==> src/rtl/psw_pkg.sv <==
package psw_pkg;
  typedef enum logic [1:0] {
    PS_IDLE   = 2'd0,
    PS_SETTLE = 2'd1,
    PS_SAMPLE = 2'd2,
    PS_FINISH = 2'd3
  } psw_state_e;
endpackage

==> src/rtl/psw_run_tracker.sv <==
// Online longest-run search over the stream of per-step verdicts.
module psw_run_tracker #(
  parameter int SW = 5,
  parameter int LW = 6
) (
  input  logic          clk,
  input  logic          rst,
  input  logic          clear,
  input  logic          upd,
  input  logic          pass,
  input  logic [SW-1:0] step,
  output logic [LW-1:0] best_len,
  output logic [SW-1:0] best_start
);
  logic [LW-1:0] run_len_q;
  logic [SW-1:0] run_start_q;
  logic [LW-1:0] best_len_q;
  logic [SW-1:0] best_start_q;
  logic [LW-1:0] grow_len;
  logic [SW-1:0] grow_start;

  always_comb begin
    grow_len   = run_len_q + 1'b1;
    grow_start = (run_len_q == '0) ? step : run_start_q;
  end

  always_ff @(posedge clk) begin
    if (rst || clear) begin
      run_len_q    <= '0;
      run_start_q  <= '0;
      best_len_q   <= '0;
      best_start_q <= '0;
    end else if (upd) begin
      if (pass) begin
        run_len_q   <= grow_len;
        run_start_q <= grow_start;
        // strict compare keeps the earliest of equal-length runs
        if (grow_len > best_len_q) begin
          best_len_q   <= grow_len;
          best_start_q <= grow_start;
        end
      end else begin
        run_len_q <= '0;
      end
    end
  end

  assign best_len   = best_len_q;
  assign best_start = best_start_q;
endmodule

==> src/rtl/psw_center.sv <==
// Midpoint of the best run, folded back into one clock period.
module psw_center #(
  parameter int PW = 4,
  parameter int CW = 5,
  parameter int SW = 5,
  parameter int LW = 6
) (
  input  logic [LW-1:0] best_len,
  input  logic [SW-1:0] best_start,
  input  logic [CW-1:0] n_steps,
  output logic [PW-1:0] center
);
  localparam int EW = LW + 1;

  logic [LW-1:0] len_m1;
  logic [EW-1:0] half;
  logic [EW-1:0] raw;
  logic [EW-1:0] n_ext;
  logic [EW-1:0] folded;

  always_comb begin
    len_m1 = best_len - 1'b1;
    half   = EW'(len_m1 >> 1);
    raw    = EW'(best_start) + half;
    n_ext  = EW'(n_steps);
    // raw never reaches 2*n_steps, so one subtraction suffices
    folded = (raw >= n_ext) ? (raw - n_ext) : raw;
    center = PW'(folded);
  end
endmodule

==> src/rtl/psw_seq.sv <==
// Sweep sequencer: phase index, settle timer, step count, result registers.
module psw_seq
  import psw_pkg::*;
#(
  parameter int MAX_STEPS     = 16,
  parameter int SETTLE_CYCLES = 3,
  parameter int PW            = 4,
  parameter int CW            = 5,
  parameter int SW            = 5,
  parameter int LW            = 6
) (
  input  logic          clk,
  input  logic          rst,
  input  logic          start,
  input  logic [CW-1:0] steps_n,
  input  logic          cmp_valid,
  input  logic [LW-1:0] best_len,
  input  logic [PW-1:0] center,
  output logic          trk_clear,
  output logic          trk_upd,
  output logic [SW-1:0] step_idx,
  output logic [CW-1:0] n_steps,
  output logic          sample_req,
  output logic [PW-1:0] phase_sel,
  output logic [PW-1:0] phase_chosen,
  output logic          done,
  output logic          fail
);
  localparam int TW = $clog2(SETTLE_CYCLES + 1);
  localparam int EW = LW + 1;

  psw_state_e    state_q;
  logic [TW-1:0] settle_q;
  logic [SW-1:0] step_q;
  logic [CW-1:0] n_q;
  logic [PW-1:0] phase_q;
  logic [PW-1:0] chosen_q;
  logic          done_q;
  logic          fail_q;

  logic start_ok;
  logic settle_end;
  logic last_step;
  logic phase_wrap;
  logic no_pass;

  always_comb begin
    start_ok   = start && (state_q == PS_IDLE) && (steps_n != '0) &&
                 (steps_n <= CW'(MAX_STEPS));
    settle_end = (settle_q == TW'(SETTLE_CYCLES - 1));
    last_step  = (EW'(step_q) == ((EW'(n_q) << 1) - EW'(1)));
    phase_wrap = ((EW'(phase_q) + EW'(1)) == EW'(n_q));
    no_pass    = (best_len == '0);
  end

  always_ff @(posedge clk) begin
    if (rst) begin
      state_q  <= PS_IDLE;
      settle_q <= '0;
      step_q   <= '0;
      n_q      <= '0;
      phase_q  <= '0;
      chosen_q <= '0;
      done_q   <= 1'b0;
      fail_q   <= 1'b0;
    end else begin
      case (state_q)
        PS_IDLE: begin
          if (start_ok) begin
            n_q      <= steps_n;
            step_q   <= '0;
            phase_q  <= '0;
            settle_q <= '0;
            done_q   <= 1'b0;
            fail_q   <= 1'b0;
            state_q  <= PS_SETTLE;
          end
        end
        PS_SETTLE: begin
          if (settle_end) state_q <= PS_SAMPLE;
          else            settle_q <= settle_q + 1'b1;
        end
        PS_SAMPLE: begin
          if (cmp_valid) begin
            if (last_step) begin
              state_q <= PS_FINISH;
            end else begin
              step_q   <= step_q + 1'b1;
              phase_q  <= phase_wrap ? '0 : (phase_q + 1'b1);
              settle_q <= '0;
              state_q  <= PS_SETTLE;
            end
          end
        end
        PS_FINISH: begin
          done_q   <= 1'b1;
          fail_q   <= no_pass;
          chosen_q <= no_pass ? '0 : center;
          phase_q  <= no_pass ? '0 : center;
          state_q  <= PS_IDLE;
        end
        default: state_q <= PS_IDLE;
      endcase
    end
  end

  assign trk_clear    = start_ok;
  assign trk_upd      = (state_q == PS_SAMPLE) && cmp_valid;
  assign step_idx     = step_q;
  assign n_steps      = n_q;
  assign sample_req   = (state_q == PS_SAMPLE);
  assign phase_sel    = phase_q;
  assign phase_chosen = chosen_q;
  assign done         = done_q;
  assign fail         = fail_q;
endmodule

==> src/rtl/psw_window_finder.sv <==
module psw_window_finder #(
  parameter  int MAX_STEPS     = 16,
  parameter  int SETTLE_CYCLES = 3,
  localparam int PW            = $clog2(MAX_STEPS),
  localparam int CW            = $clog2(MAX_STEPS + 1)
) (
  input  logic          clk,
  input  logic          rst,
  input  logic          start,
  input  logic [CW-1:0] steps_n,
  output logic          sample_req,
  input  logic          cmp_valid,
  input  logic          cmp_pass,
  output logic [PW-1:0] phase_sel,
  output logic [PW-1:0] phase_chosen,
  output logic          done,
  output logic          fail
);
  localparam int SW = $clog2(2 * MAX_STEPS);
  localparam int LW = $clog2(2 * MAX_STEPS + 1);

  logic          trk_clear;
  logic          trk_upd;
  logic [SW-1:0] step_idx;
  logic [CW-1:0] n_steps;
  logic [LW-1:0] best_len;
  logic [SW-1:0] best_start;
  logic [PW-1:0] center;

  psw_seq #(
    .MAX_STEPS(MAX_STEPS), .SETTLE_CYCLES(SETTLE_CYCLES),
    .PW(PW), .CW(CW), .SW(SW), .LW(LW)
  ) u_seq (
    .clk(clk), .rst(rst), .start(start), .steps_n(steps_n),
    .cmp_valid(cmp_valid), .best_len(best_len), .center(center),
    .trk_clear(trk_clear), .trk_upd(trk_upd), .step_idx(step_idx),
    .n_steps(n_steps), .sample_req(sample_req), .phase_sel(phase_sel),
    .phase_chosen(phase_chosen), .done(done), .fail(fail)
  );

  psw_run_tracker #(.SW(SW), .LW(LW)) u_trk (
    .clk(clk), .rst(rst), .clear(trk_clear), .upd(trk_upd),
    .pass(cmp_pass), .step(step_idx),
    .best_len(best_len), .best_start(best_start)
  );

  psw_center #(.PW(PW), .CW(CW), .SW(SW), .LW(LW)) u_ctr (
    .best_len(best_len), .best_start(best_start),
    .n_steps(n_steps), .center(center)
  );
endmodule

==> config.mk <==
export PLATFORM = sky130hd
export DESIGN_NAME = psw_window_finder
export DESIGN_NICKNAME = d
export VERILOG_FILES = /design/src/rtl/psw_pkg.sv /design/src/rtl/psw_run_tracker.sv /design/src/rtl/psw_center.sv /design/src/rtl/psw_seq.sv /design/src/rtl/psw_window_finder.sv
export SDC_FILE = /design/constraint.sdc
export NUM_CORES = 1
export LEC_CHECK = 0
export ABC_AREA = 1
export BUFFER_PORTS_ARGS = -buffer_cell sky130_fd_sc_hd__buf_2
export CAP_MARGIN = 15
export CELL_PAD_IN_SITES_DETAIL_PLACEMENT = 1
export CELL_PAD_IN_SITES_GLOBAL_PLACEMENT = 1
export CORE_MARGIN = 2
export CORE_UTILIZATION = 41
export CTS_BUF_LIST = sky130_fd_sc_hd__clkbuf_4
export DETAILED_ROUTE_END_ITERATION = 6
export PLACE_DENSITY = 0.82
export SYNTH_ARGS = -nofsm -noshare
export SYNTH_HDL_FRONTEND = slang
export SYNTH_SLANG_ARGS = --single-unit
==> constraint.sdc <==
create_clock -name clk -period 2.7 [get_ports clk]
set_clock_uncertainty 0.15 [all_clocks]
set_input_delay 0.135 -clock clk [delete_from_list [all_inputs] [get_ports clk]]
set_output_delay 0.135 -clock clk [all_outputs]
set_load 0.005 [all_outputs]
==> qor.txt, run 1 <==
Hold Path Depth: 6
Worst Setup Path Type: reg2reg
Die Width: 90.91 µm
H-Tree Depth: 2
Total Power: 2.618 mW
Port Buffers: 20
placer congestion estimate: 0.8455
Worst Tran Pin Value: 0.4528 ns
Post-synth ARST share: 0
Clk pin slew, worst setup/hold paths: 0.16 ns
CTS Root Cell: clkbuf_4
VDD IR max: 352.6 µV
CTS Buf Count: 5
DRC: 0
most frequent cells in the layout: nand2_1, inv_1, nor2_1, dfxtp_1, nand3_1
critical path peak fanout: 5
Total GRT Usage: 0.2358
Post-DRT Antenna Nets: 0
setup TNS: -0.2591 ns
Final #Nets: 524
ant diodes: 0
fill count: 972
min-delay src: cmp_valid
Final Setup Violations: 6
Clock Tree Buf Depth: 2
Vias: 3109
PD cells: 685.7 nW/µm²
fin util: 0.5235
placed standard-cell area: 3396 µm²
yosys warns: 0
FP Rows: 31
Gate power share: 0.509
hold crit path type: in2reg
critical path endpoint category: flip-flop
die height: 90.91 µm
commonest non-fill, non-tap cell in the layout: nand2_1
failing checks: negative setup slack
setup ws final: -0.09683 ns
fin area: 3817 µm²
pins over their slew limit: 0
relative max-transition margin: 0.6949
Mapped Avg Cell Area: 6.975 µm²
unique cell type count in the Yosys netlist: 36
status: finished with violations
max_cap viols: 0
Mapped Nets: 480
internal power: 1.455 mW
largest net degree at the start of global routing: 18
worst r2r src: u_trk.best_len[1]
Fin. Hold Viols: 0
CTS tree: done
total grt overflow: 0
Register-to-Register Path Depth: 21
Die ar.: 8264 µm²
antenna violations before repair: 0
Worst-Skew Late Latency: 0.38 ns
RSZ-0062 raised after global routing: true
Min-Delay Endpoint: u_trk.run_start_q[4]
Synth Register Bits: 46
layout cells sized above 1: 0.2454
global-route wire length before repair: 15.77 mm
Fmax: 357.5 MHz
Net Sw Frac: 0.4443
ys flop type: dfxtp_1
final wirelength: 9.392 mm
HPWL after DPL: 6.666 mm
Ports: 21
r2r endpoint: u_seq.phase_sel[2]
sequential fraction of design power: 0.320
TritonRoute pass-1 iters: 4
Post-Synthesis Cell Area: 3097 µm²
Worst Path Arrival: 2.98 ns
clk sinks: 46
Post-synth EDFFs: 0
Core Region: 7292 µm²
DRT iter0 DRCs: 102
Area growth, synth to finish: 23.27%
fin crit share: 1.036
leakage: 1.743 nW
Synth Instances: 444
FF-to-FF setup slack: -0.1 ns
Tmin final: 2.797 ns
number of global-route vias before repair: 3327
Starting Density: 0.4247
switching power total: 1.163 mW
Clk pwr share: 0.171
Crit path required time: 2.89 ns
DR vias/cell: 5.287
pre-CTS WS: -0.3075 ns
routed len/inst: 15.97 µm
sequential element share of the synthesized area: 0.2974
CP startpoint kind: flip-flop
==> repair_timing <==
action                     CTS  global route
setup endpoints to repair    8            19
hold buffers                 7             0
buffers inserted             3             1
pin swaps                   17            19
resized for setup           32            25
hold endpoints to repair    18             0
==> worst max-delay path by stage <==
stage / end / startpoint / slack (ns)
finish: u_seq.phase_sel[2] / u_trk.best_len[1] / -0.1
global route: u_seq.phase_sel[2] / u_trk.best_len[1] / -0.22
CTS: u_seq.phase_sel[2] / u_trk.best_len[0] / -0.08
detailed placement: u_seq.phase_sel[2] / u_trk.best_len[0] / -0.31
global placement: u_seq.phase_sel[2] / u_trk.best_len[0] / -0.14
floorplan: u_seq.phase_sel[2] / u_trk.best_len[0] / -0.01
==> stage by stage <==
| stage | hold slack (ns) | cells |
|---|---|---|
| 2_1_floorplan | 0.1764 | 444 |
| 3_3_place_gp | 0.2861 | 570 |
| 3_5_place_dp | 0.3014 | 570 |
| 4_1_cts | 0.1051 | 587 |
| 5_1_grt | 0.1302 | 588 |
| 6_report | 0.1146 | 588 |
==> area by class of cell <==
cell class / instances / area [µm²] / share of cell area
multi-input combinational: 327 / 2126 / 0.5569
sequential: 46 / 930.9 / 0.2439
timing repair buffer: 44 / 309.0 / 0.08096
inverter: 64 / 250.2 / 0.06555
tap: 99 / 123.9 / 0.03245
clock inverter: 3 / 40.04 / 0.01049
clock buffer: 5 / 37.54 / 0.009833
==> flip-flops by register name, summed over array words and instances (netlist names) <==
signal / count
u_trk.best_start: 5
u_trk.best_len: 6
u_seq.step_idx: 5
u_seq.fail: 1
u_seq.phase_sel: 4
u_trk.run_len_q: 6
u_trk.run_start_q: 5
u_seq.phase_chosen: 4
u_seq.state_q: 2
u_seq.done: 1
u_seq.n_steps: 5
u_seq.settle_q: 2
==> Yosys cell counts (2+ instances only) <==
library cell  count  area share
nand2_1         100        0.12
inv_1            60       0.073
nor2_1           48       0.058
dfxtp_1          46        0.30
nand3_1          35       0.057
a21oi_1          31       0.050
o21ai_0          26       0.042
ha_1             24       0.097
xor2_1           11       0.031
nand4_1          10       0.020
xnor2_1           7       0.020
a22oi_1           4      0.0097
nor2_2            4      0.0081
buf_2             3      0.0048
inv_2             3      0.0036
nand2_2           3      0.0061
nand2_4           3       0.011
nand3_4           3       0.017
clkbuf_1          2      0.0024
fa_1              2       0.013
nand3_2           2      0.0065
nor2_4            2      0.0073
nor3_1            2      0.0032
==> critical path: stages (launching register included) <==
cell and delay [ns]:
dfxtp_2 0.35, inv_2 0.05, ha_4 0.24, inv_4 0.05, ha_4 0.12, inv_2 0.03
fa_2 0.37, o21ai_4 0.18, a21oi_2 0.09, xnor2_2 0.13, ha_2 0.16, nor2_1 0.09
nand2_1 0.06, inv_1 0.06, nand2_2 0.06, inv_4 0.10, nand2_4 0.07, nand2_2 0.06
nand3_2 0.09, nand2_1 0.10, nor2_1 0.04, nor2_1 0.10
==> logic make-up after synthesis <==
kind of cell	Yosys count	synth area share
AND/OR/NAND/NOR	214	0.3196
buffers and inverters	71	0.09172
AO/OA/AOI/OAI	68	0.1269
flip-flops	46	0.2974
adder cells (fa/ha/maj)	26	0.1099
XOR/XNOR	18	0.05091
multiplexers	1	0.003636
==> metal layers <==
layer  up-vias  GRT usage  wire length (µm)
li1       1532          -                 -
met1      1521     0.2905              4199
met2        40     0.4223              4813
met4         0    0.08207               201
met3        16    0.02922               178
met5         -          0                 0
==> power by group through the flow <==
stage	logic (mW)	registers, mW	clock network, mW
2_1_floorplan	0.815	0.825	0
3_3_place_gp	1.06	0.844	0
3_5_place_dp	1.11	0.849	0
4_1_cts	1.22	0.834	0.453
5_1_grt	1.48	0.849	0.474
6_report	1.33	0.838	0.448
Note: power is estimated with default switching activity, not from simulation.
==> run 2: changes to the inputs <==
--- a/config.mk
+++ b/config.mk
@@ -15,6 +15,7 @@
 export CTS_BUF_LIST = sky130_fd_sc_hd__clkbuf_4
 export DETAILED_ROUTE_END_ITERATION = 6
 export PLACE_DENSITY = 0.82
+export SETUP_SLACK_MARGIN = 0.02
 export SYNTH_ARGS = -nofsm -noshare
 export SYNTH_HDL_FRONTEND = slang
 export SYNTH_SLANG_ARGS = --single-unit
==> qor.txt, run 2 (synthesized netlist as in run 1, its figures left out) <==
Area growth, synth to finish: 21.98%
hold crit path type: in2reg
largest net degree at the start of global routing: 18
RSZ-0062 raised after global routing: true
placed standard-cell area: 3396 µm²
Final #Nets: 527
global-route wire length before repair: 15.43 mm
Die ar.: 8264 µm²
PD cells: 674.4 nW/µm²
CTS Buf Count: 5
pins over their slew limit: 0
Worst-Skew Late Latency: 0.36 ns
final wirelength: 9.276 mm
Fin Hold WS: 0.1317 ns
number of global-route vias before repair: 3190
Clk pin slew, worst setup/hold paths: 0.15 ns
Tmin final: 2.851 ns
leakage: 1.735 nW
critical path peak fanout: 5
setup ws final: -0.1506 ns
fill count: 977
H-Tree Depth: 2
CTS Root Cell: clkbuf_4
placed cells: 570
fin crit share: 1.056
final cell count without fillers: 591
Crit path required time: 2.84 ns
antenna violations before repair: 0
commonest non-fill, non-tap cell in the layout: nand2_1
Starting Density: 0.4247
VDD IR max: 354.0 µV
max_cap viols: 0
DR vias/cell: 5.201
status: finished with violations
Port Buffers: 20
FP Rows: 31
TritonRoute pass-1 iters: 4
critical path endpoint category: flip-flop
Core Region: 7292 µm²
relative max-transition margin: 0.6621
most frequent cells in the layout: nand2_1, inv_1, nor2_1, dfxtp_1
routed len/inst: 15.70 µm
Fmax: 350.8 MHz
ant diodes: 0
Clock Tree Buf Depth: 2
total grt overflow: 0
Worst Setup Path Type: reg2reg
CTS tree: done
Worst Path Arrival: 2.99 ns
Final Setup Violations: 8
Multi-input gate area: 2090 µm²
die height: 90.91 µm
Worst Tran Pin Value: 0.5053 ns
DRT iter0 DRCs: 109
CP startpoint kind: flip-flop
Fin. Hold Viols: 0
Total GRT Usage: 0.2297
HPWL after DPL: 6.600 mm
fin area: 3777 µm²
pre-CTS WS: -0.2653 ns
Total Power: 2.548 mW
clk sinks: 46
Die Width: 90.91 µm
Reg area: 927.1 µm²
DRC: 0
Ports: 21
Vias: 3074
layout cells sized above 1: 0.2337
placer congestion estimate: 0.8193
failing checks: negative setup slack
Post-DRT Antenna Nets: 0
==> run 2: layer usage <==
layer | GRT usage | routed length (µm) | vias up
met4 | 0.06313 | 162 | 0
met5 | 0 | 0 | -
met1 | 0.2841 | 4315 | 1486
li1 | - | - | 1540
met3 | 0.03005 | 175 | 15
met2 | 0.4167 | 4622 | 33
==> run 2: where the power goes <==
group          switching (mW)  total, mW  internal [mW]
Combinational           0.846       1.37          0.521
Clock                   0.244      0.341         0.0975
Sequential             0.0882      0.839          0.751
Total                    1.18       2.55           1.37
==> run 2: cell type report <==
class                           count  share of cell area
Clock buffer                        5            0.009937
Clock inverter                      3            0.004306
Inverter                           64             0.06691
Multi-Input combinational cell    327              0.5532
Sequential cell                    46              0.2454
Tap cell                           99             0.03279
Timing Repair Buffer               47             0.08745
==> run 2: critical path: stages, from the launching register on <==
cell and delay [ns]:
dfxtp_2 0.35, inv_2 0.05, ha_4 0.24, inv_4 0.05, ha_4 0.13, inv_2 0.04
fa_2 0.63, inv_2 0.06, ha_4 0.26, nand2_1 0.06, nand2_1 0.06, nand3_1 0.08
nand2_2 0.10, nand2_4 0.10, nand2_8 0.10, nand2_2 0.06, nand3_2 0.08, nand2_1 0.06
nand2_1 0.06, nand2_1 0.05
==> run 2: through the flow <==
step           TNS [ns]    util
6_report        -0.8128  0.5180
5_1_grt          -1.906  0.5180
3_3_place_gp    -0.8638  0.4657
2_1_floorplan  -0.01019       -
4_1_cts         -0.5199  0.5043
3_5_place_dp     -1.851  0.4657
==> run 2: what timing repair did <==
item / in CTS / in global routing
resized for setup: 32 / 19
setup endpoints to repair: 8 / 18
gates cloned: 0 / 0
buffers inserted: 1 / 4
hold buffers: 8 / 0
pin swaps: 15 / 16
hold endpoints to repair: 18 / 0
==> run 2: final timing paths <==
path	endpoint	depth (start not counted)	slack, ns	start
worst max register to register	u_seq.phase_sel[1]	19	-0.15	u_trk.best_len[1]
worst min register to register	u_seq.phase_chosen[1]	2	0.34	u_seq.phase_chosen[1]
worst max-delay path	u_seq.phase_sel[1]	19	-0.15	u_trk.best_len[1]
worst min-delay path	u_trk.run_start_q[4]	6	0.13	cmp_valid
